`src/rtl/fdc_host_pkg.sv`:
```
package fdc_host_pkg;
  localparam int ADDR_W = 3;
  localparam int DATA_W = 8;
  localparam int PTR_W  = 16;
  localparam int NDRV   = 4;
  localparam int RT_W   = 2;

  localparam logic [ADDR_W-1:0] OFS_STATUS = 3'd0;
  localparam logic [ADDR_W-1:0] OFS_RTYPE  = 3'd1;
  localparam logic [ADDR_W-1:0] OFS_PTR_HI = 3'd2;
  localparam logic [ADDR_W-1:0] OFS_RBYTE  = 3'd3;
  localparam logic [ADDR_W-1:0] OFS_SRESET = 3'd7;

  localparam logic [RT_W-1:0] RT_ERROR = 2'b00;
  localparam logic [RT_W-1:0] RT_READY = 2'b10;
endpackage

```
`src/rtl/fdc_ready_track.sv`:
```
module fdc_ready_track
  import fdc_host_pkg::*;
#(
  parameter int N = NDRV
) (
  input  logic         clk,
  input  logic         rst_n,
  input  logic [N-1:0] drv_ready,
  input  logic [N-1:0] drv_attached,
  input  logic         soft_rst,
  input  logic         chg_consume,
  output logic [N-1:0] rdy_q,
  output logic         chg_q
);
  logic [N-1:0] live;
  logic [N-1:0] rdy_d;
  logic         chg_d;

  always_comb begin
    live  = drv_ready & drv_attached;
    rdy_d = live;
    chg_d = chg_q;
    if (soft_rst) begin
      chg_d = 1'b0;
    end else if (live != rdy_q) begin
      chg_d = 1'b1;
    end else if (chg_consume) begin
      chg_d = 1'b0;
    end
  end

  always_ff @(posedge clk or negedge rst_n) begin
    if (!rst_n) begin
      rdy_q <= '0;
      chg_q <= 1'b0;
    end else begin
      rdy_q <= rdy_d;
      chg_q <= chg_d;
    end
  end
endmodule

```
`src/rtl/fdc_launch.sv`:
```
module fdc_launch
  import fdc_host_pkg::*;
#(
  parameter int DW = DATA_W,
  parameter int PW = PTR_W
) (
  input  logic          clk,
  input  logic          rst_n,
  input  logic          wr_lo,
  input  logic          wr_hi,
  input  logic [DW-1:0] wdata,
  input  logic          done,
  output logic [PW-1:0] ptr_q,
  output logic          start_q,
  output logic          busy_q
);
  localparam int HI_W = PW - DW;

  logic          acc_lo;
  logic          acc_hi;
  logic [PW-1:0] ptr_d;
  logic          start_d;
  logic          busy_d;
  logic          ptr_en;

  always_comb begin
    acc_lo  = wr_lo & ~busy_q;
    acc_hi  = wr_hi & ~busy_q;
    ptr_en  = acc_lo | acc_hi;
    ptr_d   = ptr_q;
    if (acc_lo) begin
      ptr_d = {{HI_W{1'b0}}, wdata};
    end else if (acc_hi) begin
      ptr_d = ptr_q | {wdata[HI_W-1:0], {DW{1'b0}}};
    end
    start_d = acc_hi;
    busy_d  = busy_q;
    if (acc_hi) begin
      busy_d = 1'b1;
    end else if (done) begin
      busy_d = 1'b0;
    end
  end

  always_ff @(posedge clk or negedge rst_n) begin
    if (!rst_n) begin
      ptr_q   <= '0;
      start_q <= 1'b0;
      busy_q  <= 1'b0;
    end else begin
      if (ptr_en) begin
        ptr_q <= ptr_d;
      end
      start_q <= start_d;
      busy_q  <= busy_d;
    end
  end
endmodule

```
`src/rtl/fdc_result.sv`:
```
module fdc_result
  import fdc_host_pkg::*;
#(
  parameter int DW = DATA_W
) (
  input  logic            clk,
  input  logic            rst_n,
  input  logic            soft_rst,
  input  logic            rd_type,
  input  logic            done,
  input  logic [RT_W-1:0] eng_rtype,
  input  logic [DW-1:0]   eng_err,
  input  logic            eng_irq_set,
  output logic [RT_W-1:0] rtype_q,
  output logic [DW-1:0]   err_q,
  output logic            int_q
);
  logic [RT_W-1:0] rtype_d;
  logic [DW-1:0]   err_d;
  logic            int_d;
  logic            err_en;

  always_comb begin
    rtype_d = rtype_q;
    err_d   = err_q;
    err_en  = 1'b0;
    int_d   = int_q & ~rd_type;
    if (soft_rst) begin
      rtype_d = RT_READY;
      int_d   = 1'b0;
    end else if (done) begin
      rtype_d = eng_rtype;
      err_d   = eng_err;
      err_en  = 1'b1;
      int_d   = int_d | eng_irq_set;
    end
  end

  always_ff @(posedge clk or negedge rst_n) begin
    if (!rst_n) begin
      rtype_q <= RT_READY;
      err_q   <= '0;
      int_q   <= 1'b0;
    end else begin
      rtype_q <= rtype_d;
      if (err_en) begin
        err_q <= err_d;
      end
      int_q <= int_d;
    end
  end
endmodule

```
`src/rtl/fdc_rd_mux.sv`:
```
module fdc_rd_mux
  import fdc_host_pkg::*;
#(
  parameter int DW = DATA_W,
  parameter int N  = NDRV
) (
  input  logic [ADDR_W-1:0] addr,
  input  logic [N-1:0]      rdy,
  input  logic              int_ff,
  input  logic              chg,
  input  logic [RT_W-1:0]   rtype,
  input  logic [DW-1:0]     err,
  output logic [DW-1:0]     rdata
);
  logic [DW-1:0] status_b;
  logic [DW-1:0] ready_b;
  logic [DW-1:0] rbyte_b;

  always_comb begin
    status_b = {1'b0, rdy[3], rdy[2], 1'b1, 1'b1, int_ff, rdy[1], rdy[0]};
    ready_b  = {rdy[1], rdy[0], rdy[3], rdy[2], 4'b0000};
    if (rtype == RT_ERROR) begin
      rbyte_b = err;
    end else if (rtype == RT_READY && chg) begin
      rbyte_b = ready_b;
    end else begin
      rbyte_b = '0;
    end
    unique case (addr)
      OFS_STATUS: rdata = status_b;
      OFS_RTYPE:  rdata = {{(DW-RT_W){1'b0}}, rtype};
      OFS_RBYTE:  rdata = rbyte_b;
      default:    rdata = '0;
    endcase
  end
endmodule

```
`src/rtl/fdc_host_regs.sv`:
```
module fdc_host_regs
  import fdc_host_pkg::*;
(
  input  logic               clk,
  input  logic               rst_n,
  input  logic [ADDR_W-1:0]  bus_addr,
  input  logic               bus_rd,
  input  logic               bus_wr,
  input  logic [DATA_W-1:0]  bus_wdata,
  output logic [DATA_W-1:0]  bus_rdata,
  input  logic [NDRV-1:0]    drv_ready,
  input  logic [NDRV-1:0]    drv_attached,
  output logic               eng_start,
  output logic [PTR_W-1:0]   eng_ptr,
  input  logic               eng_done,
  input  logic [RT_W-1:0]    eng_rtype,
  input  logic [DATA_W-1:0]  eng_err,
  input  logic               eng_irq_set,
  output logic               irq
);
  logic            wr_lo, wr_hi, soft_rst, rd_type, chg_consume;
  logic [NDRV-1:0] rdy_q;
  logic            chg_q;
  logic [RT_W-1:0] rtype_q;
  logic [DATA_W-1:0] err_q;
  logic            int_q;
  logic            busy_q;

  always_comb begin
    wr_lo       = bus_wr && (bus_addr == OFS_RTYPE);
    wr_hi       = bus_wr && (bus_addr == OFS_PTR_HI);
    soft_rst    = bus_wr && (bus_addr == OFS_SRESET);
    rd_type     = bus_rd && (bus_addr == OFS_RTYPE);
    chg_consume = bus_rd && (bus_addr == OFS_RBYTE) && (rtype_q == RT_READY) && chg_q;
  end

  fdc_ready_track #(.N(NDRV)) u_ready (
    .clk(clk), .rst_n(rst_n), .drv_ready(drv_ready), .drv_attached(drv_attached),
    .soft_rst(soft_rst), .chg_consume(chg_consume), .rdy_q(rdy_q), .chg_q(chg_q)
  );

  fdc_launch #(.DW(DATA_W), .PW(PTR_W)) u_launch (
    .clk(clk), .rst_n(rst_n), .wr_lo(wr_lo), .wr_hi(wr_hi), .wdata(bus_wdata),
    .done(eng_done), .ptr_q(eng_ptr), .start_q(eng_start), .busy_q(busy_q)
  );

  fdc_result #(.DW(DATA_W)) u_result (
    .clk(clk), .rst_n(rst_n), .soft_rst(soft_rst), .rd_type(rd_type), .done(eng_done),
    .eng_rtype(eng_rtype), .eng_err(eng_err), .eng_irq_set(eng_irq_set),
    .rtype_q(rtype_q), .err_q(err_q), .int_q(int_q)
  );

  fdc_rd_mux #(.DW(DATA_W), .N(NDRV)) u_mux (
    .addr(bus_addr), .rdy(rdy_q), .int_ff(int_q), .chg(chg_q), .rtype(rtype_q),
    .err(err_q), .rdata(bus_rdata)
  );

  assign irq = int_q;
endmodule

```
`config.mk`:
```
export PLATFORM = sky130hd
export DESIGN_NAME = fdc_host_regs
export DESIGN_NICKNAME = d
export VERILOG_FILES = /design/src/rtl/fdc_host_pkg.sv /design/src/rtl/fdc_ready_track.sv /design/src/rtl/fdc_launch.sv /design/src/rtl/fdc_result.sv /design/src/rtl/fdc_rd_mux.sv /design/src/rtl/fdc_host_regs.sv
export SDC_FILE = /design/constraint.sdc
export NUM_CORES = 1
export LEC_CHECK = 0
export ABC_CLOCK_PERIOD_IN_PS = 3870
export CAP_MARGIN = 10
export CORE_UTILIZATION = 46
export DETAILED_ROUTE_END_ITERATION = 10
export PLACE_DENSITY = 0.93
export SKIP_CTS_REPAIR_TIMING = 1
export SLEW_MARGIN = 10
export SYNTH_ARGS = -nofsm -noshare
export SYNTH_HDL_FRONTEND = slang
export SYNTH_SLANG_ARGS = --single-unit
```
`constraint.sdc`:
```
create_clock -name clk -period 3.87 [get_ports clk]
set_clock_uncertainty 0.2 [all_clocks]
set_input_delay 0.387 -clock clk [delete_from_list [all_inputs] [get_ports clk]]
set_output_delay 0.387 -clock clk [all_outputs]
set_load 0.02 [all_outputs]
```
Word level (Yosys, flattened, before mapping)
Cells that the tools add are included.

cells by class
  equal/unequal tests = 6
  muxes and demuxes = 16
  bitwise gates (word level) = 10
  reduce and logical (&&, ||, !) cells = 16

operators with widths
  operator              count
  $mux W16              2
  $pmux W8 S3           1
  $mux W8               2
  $or A16 B16 Y16       1
  $mux W1               9
  $logic_and A1 B1 Y1   8
  $eq A3 B2 Y1 const B  2
  $reduce_bool A2 Y1    3
  $and A4 B4 Y4         1
  $mux W2               2
  $ne A4 B4 Y1          1
  $and A1 B1 Y1         3
  $eq A3 B1 Y1 const B  1
  $eq A3 B3 Y1 const B  1
  $logic_not A3 Y1      1
  $not A1 Y1            3
  $reduce_and A3 Y1     1
  $reduce_bool A3 Y1    1
  $eq A2 B2 Y1 const B  1
  $logic_not A2 Y1      1
  $or A1 B1 Y1          2
  $reduce_and A2 Y1     1

storage, ports and cells
  register bits after elaboration = 34
  bits of input ports = 35
  output and inout bits = 26
  word-level logic and storage cells = 56

Logic depth before layout (Yosys ltp)
  depth in word-level cells = 7
  gate-level depth with buffers = 5
  mapped depth without buffers = 3

Hierarchy
Synthesis repeated with hierarchy kept, for this count alone.

second synthesis, totals
  cell total of the unflattened synthesis = 129
  area, all modules = 1,745.4 sq um

modules (own cells, without submodules)
  module           times used  cells an instance  area an instance (sq um)  sequential area each (sq um)
  fdc_launch       1           59                 800.8                     450.4
  fdc_result       1           28                 475.5                     276.5
  fdc_ready_track  1           17                 225.2                     125.1
  fdc_rd_mux       1           18                 173.9                     0.0
  fdc_host_regs    1           7                  70.1                      0.0

Worst setup path before layout
No wires, ideal clock.

  path kind = input-to-output
  start point = input port bus_addr[0]
  end point = output port bus_rdata[4]
  arrival = 1.369 ns
  required time = 3.283 ns
  slack = 1.914 ns
  stages = 5
  buffers on the path = 2
  cells stage by stage = buf_6 and4bb_4 nor2b_4 buf_6 a221o_1

between the ends
  cells in the longest elaborated chain, start to end = 2
  elaborated cells on any way between the ends = 4
  those cells by class = eq/ne: 2; mux: 1; reduce/logical: 1

ends and longest elaborated chain
  item                                        line                 text
  from (decl)                                 fdc_host_regs.sv:6   input logic [ADDR_W-1:0] bus_addr,
  $eq A3 B2 Y1, or another cell as far along  fdc_rd_mux.sv:29     unique case (addr)
  $pmux W8 S3 *                               fdc_rd_mux.sv:29
  to (decl)                                   fdc_host_regs.sv:10  output logic [DATA_W-1:0] bus_rdata,

Mark *: on every way between the ends. The rest lies on a longest branch, timed or not.

Final worst setup path
  start point = input port bus_addr[0]
  end point = output port bus_rdata[5]

The elaborated chain is that of the path after synthesis.

==> results.yml <==
flow_run:
  drv_cap: 0
critical_path:
  crit_path_max_fanout: 10
  timing.setup.critical_path_class: "primary input to output port"
  crit_path_capture_type: "output port"
  r2r.worst_path.cells: 3
  timing.critical_path.cells: "clkdlybuf4s50_1, nor3_1, and2_1, a221o_1, clkdlybuf4s50_1"
  crit_cells: 5
  timing.critical_path.from_type: "primary input"
  cp_data_arrival_time_ps: 2540
  timing.critical_path.required_ps: 3280
  critical_path.n_buffers_inverters: 2
  cp_top_family: "buffers and inverters"
  crit_path_top_delay_cell: "sky130_fd_sc_hd__clkdlybuf4s50_1"
  crit_top_cell: "sky130_fd_sc_hd__clkdlybuf4s50_1"
  cp_slowest_stage_delay_ps: 630
cells_and_area:
  finish.cell_count_without_fillers: 228
  nFillCells: 228
  mostFrequentLayoutCell: "sky130_fd_sc_hd__clkdlybuf4s50_1"
  most-common-layout-cells: "sky130_fd_sc_hd__clkdlybuf4s50_1, sky130_fd_sc_hd__dfrtp_1, sky130_fd_sc_hd__mux2_2"
  num-nets-final: 218
  num_antenna_cells: 0
  fraction_of_final_layout_cells_with_drive_strength_greater_than_1: 0.212
  flow.area_growth_from_synthesis_pct: 44.0
clock_network:
  cts-htree-levels: 2
  tritoncts: "done"
  cts_root_buf: "sky130_fd_sc_hd__clkbuf_4"
  cts.sinks: 34
  ctsLongestPathBuffers: 2
  cts_made_buffers: 5
  path_clk_slew_ps: 100
  clkLatencyLatePin_ps: 330
placement:
  final_weighted_congestion_in_routability_driven_placement: 0.791
  port_buffers: 60
  dp_hpwl_um: 2690
  place.detailed.instances: 220
  worst_setup_slack_after_placement_ps: 760
synth:
  synth_compound_area_frac: 0.115
  yosys_warnings: 0
  synthDistinctLibCells: 36
  simple_gate_share_of_the_synthesized_area: 0.147
  yosys-mux-area-fraction: 0.143
  synth_largest_type_area_fraction: 0.534
  count_of_flip_flops_with_a_built_in_enable_after_synthesis: 0
  synth_area_leaders: "sky130_fd_sc_hd__dfrtp_1, sky130_fd_sc_hd__mux2_2, sky130_fd_sc_hd__a31oi_1"
  synth_nets: 156
  post_synth_instance_area_um2: 1550
  synth_top_flop_cell: "sky130_fd_sc_hd__dfrtp_1"
  syn_area_per_cell_um2: 12.8
  synth_seq_cells: 34
  postSynth.asyncResetShare: 1.00
  synthesized_area_fraction_occupied_by_adder_cells: 0
  combinational_family_with_the_most_area_after_synthesis: "simple AND/OR/NAND/NOR gates"
  synthDominantAreaCellType: "sky130_fd_sc_hd__dfrtp_1"
  post_synth_inst_count: 121
  ys_seq_area_frac: 0.551
  synth-xor-area-share: 0.0113
floorplanning:
  die_width_um: 60.0
  fp-row-count: 20
  core_region_area_um2: 3130
  num_io_pins: 61
  die_height_um: 60.0
  initial_core_utilization: 0.494
  fp.dieArea_um2: 3600
timing:
  worst-slew-pin-transition_ps: 734
  fin_ws_ps: 741
  slew_violations: 0
  timing.setup.tns_ps: 0
  hold_viol_final: 0
  rsz_0062_raised_after_global_routing: "no"
  post-route-period-util: 0.808
  setup_viol: 0
  finalWorstPathRequiredPeriod_ps: 3130
  max_slew_headroom_at_the_worst_pin: 0.509
  fmax_ghz: 0.320
grt:
  gr-total-overflow: 0
  initial_antenna_violation_count: 0
  grt_start_max_net_pins: 35
  grt_util_all_layers: 0.217
  first_pass_grt_wire_length_um: 5570
  grt_pass1_vias: 1260
route:
  met3WireLength_um: 282
  top_signal_layer_used: "met4"
  drt.antenna.violating_nets: 0
  wl_met1_um: 1420
  wl_met2_um: 1750
  detail_route.vias_per_cell: 5.47
  vias: 1248
  remaining_drc_errors: 0
  avgRoutedWirePerCell_um: 15.4
  detailed_router_iteration_count_before_antenna_repair: 4
  wirelength_routed_um: 3500
  dr.first_iter.drc_count: 40
worst_hold_path:
  hold_class: "primary input to async pin"
power:
  power.share.clock: 0.221
  p_sw_frac: 0.293
  vdd_drop_max_uv: 224
  sequential_cell_fraction_of_total_power: 0.485
  power.net_switching_mw: 0.266
  power_report.internal_total_mw: 0.641
  p_comb_frac: 0.294
  total_power_divided_by_cell_area_nw_per_um2: 407
  power_leakage_nw: 0.979
status:
  status: "complete, no violations"
-- synthesized netlist by cell type (3+ instances only) --
cell / count
sky130_fd_sc_hd__dfrtp_1: 33
sky130_fd_sc_hd__mux2_2: 16
sky130_fd_sc_hd__a31oi_1: 9
sky130_fd_sc_hd__nor2_1: 9
sky130_fd_sc_hd__and2_1: 6
sky130_fd_sc_hd__mux2i_1: 4
sky130_fd_sc_hd__a21oi_1: 3
sky130_fd_sc_hd__a221o_1: 3
sky130_fd_sc_hd__nand2_1: 3
-- path summary, 6_finish.rpt --
path	startpoint	to	slack, ps
worst max-delay path	bus_addr[0]	bus_rdata[5]	740
worst min-delay path	rst_n	u_launch.ptr_q[6]	270
worst max register to register	u_launch.busy_q	u_launch.ptr_q[0]	2000
worst min register to register	u_launch.ptr_q[10]	u_launch.ptr_q[10]	310
max in group asynchronous	rst_n	u_result.rtype_q[1]	2860
min in group clk	u_launch.ptr_q[10]	u_launch.ptr_q[10]	310
-- per-layer routing --
layer,global-route usage,up-vias
li1,-,572
met1,0.235,593
met2,0.392,76
met3,0.0758,7
met4,0.0731,0
met5,0,-
-- flip-flops by register name (all words and copies together) (netlist names) --
signal / count
u_result.err_q: 8
u_launch.busy_q: 1
u_result.rtype_q: 2
u_result.int_q: 1
u_launch.ptr_q: 16
u_ready.chg_q: 1
u_ready.rdy_q: 4
u_launch.start_q: 1
-- final cells by class --
type,instances,area (um2),share of cell area
Tap cell,44,55.1,0.0247
Clock inverter,1,5.00,0.00225
Timing Repair Buffer,61,608,0.273
Inverter,2,7.51,0.00337
Sequential cell,34,852,0.383
Multi-Input combinational cell,79,643,0.289
Clock buffer,7,55.1,0.0247
-- kinds of logic (layout without fill, tap and decap cells) --
family                 after synthesis  after routing
AO/OA/AOI/OAI                       24             24
XOR/XNOR                             2              2
buffers and inverters                8             71
flip-flops                          34             34
multiplexers                        20             20
AND/OR/NAND/NOR                     33             33
-- power groups by stage --
stage | combinational, mW | clock (mW) | sequential (mW)
3_3_place_gp | 0.259 | 0 | 0.443
2_1_floorplan | 0.0791 | 0 | 0.487
5_1_grt | 0.285 | 0.229 | 0.445
4_1_cts | 0.269 | 0.207 | 0.439
3_5_place_dp | 0.267 | 0 | 0.447
6_report | 0.267 | 0.200 | 0.439
-- through the flow --
stage                     total power, mW  hold WS [ps]   util  area, um2
final                               0.906           269  0.712       2230
after global routing                0.959           282  0.712       2230
after CTS                           0.915           275  0.712       2230
after detailed placement            0.714           295  0.692       2170
after global placement              0.701           278  0.692       2170
after floorplan                     0.566          -109      -       1550
No activity file was read; power rests on OpenSTA's default activity.
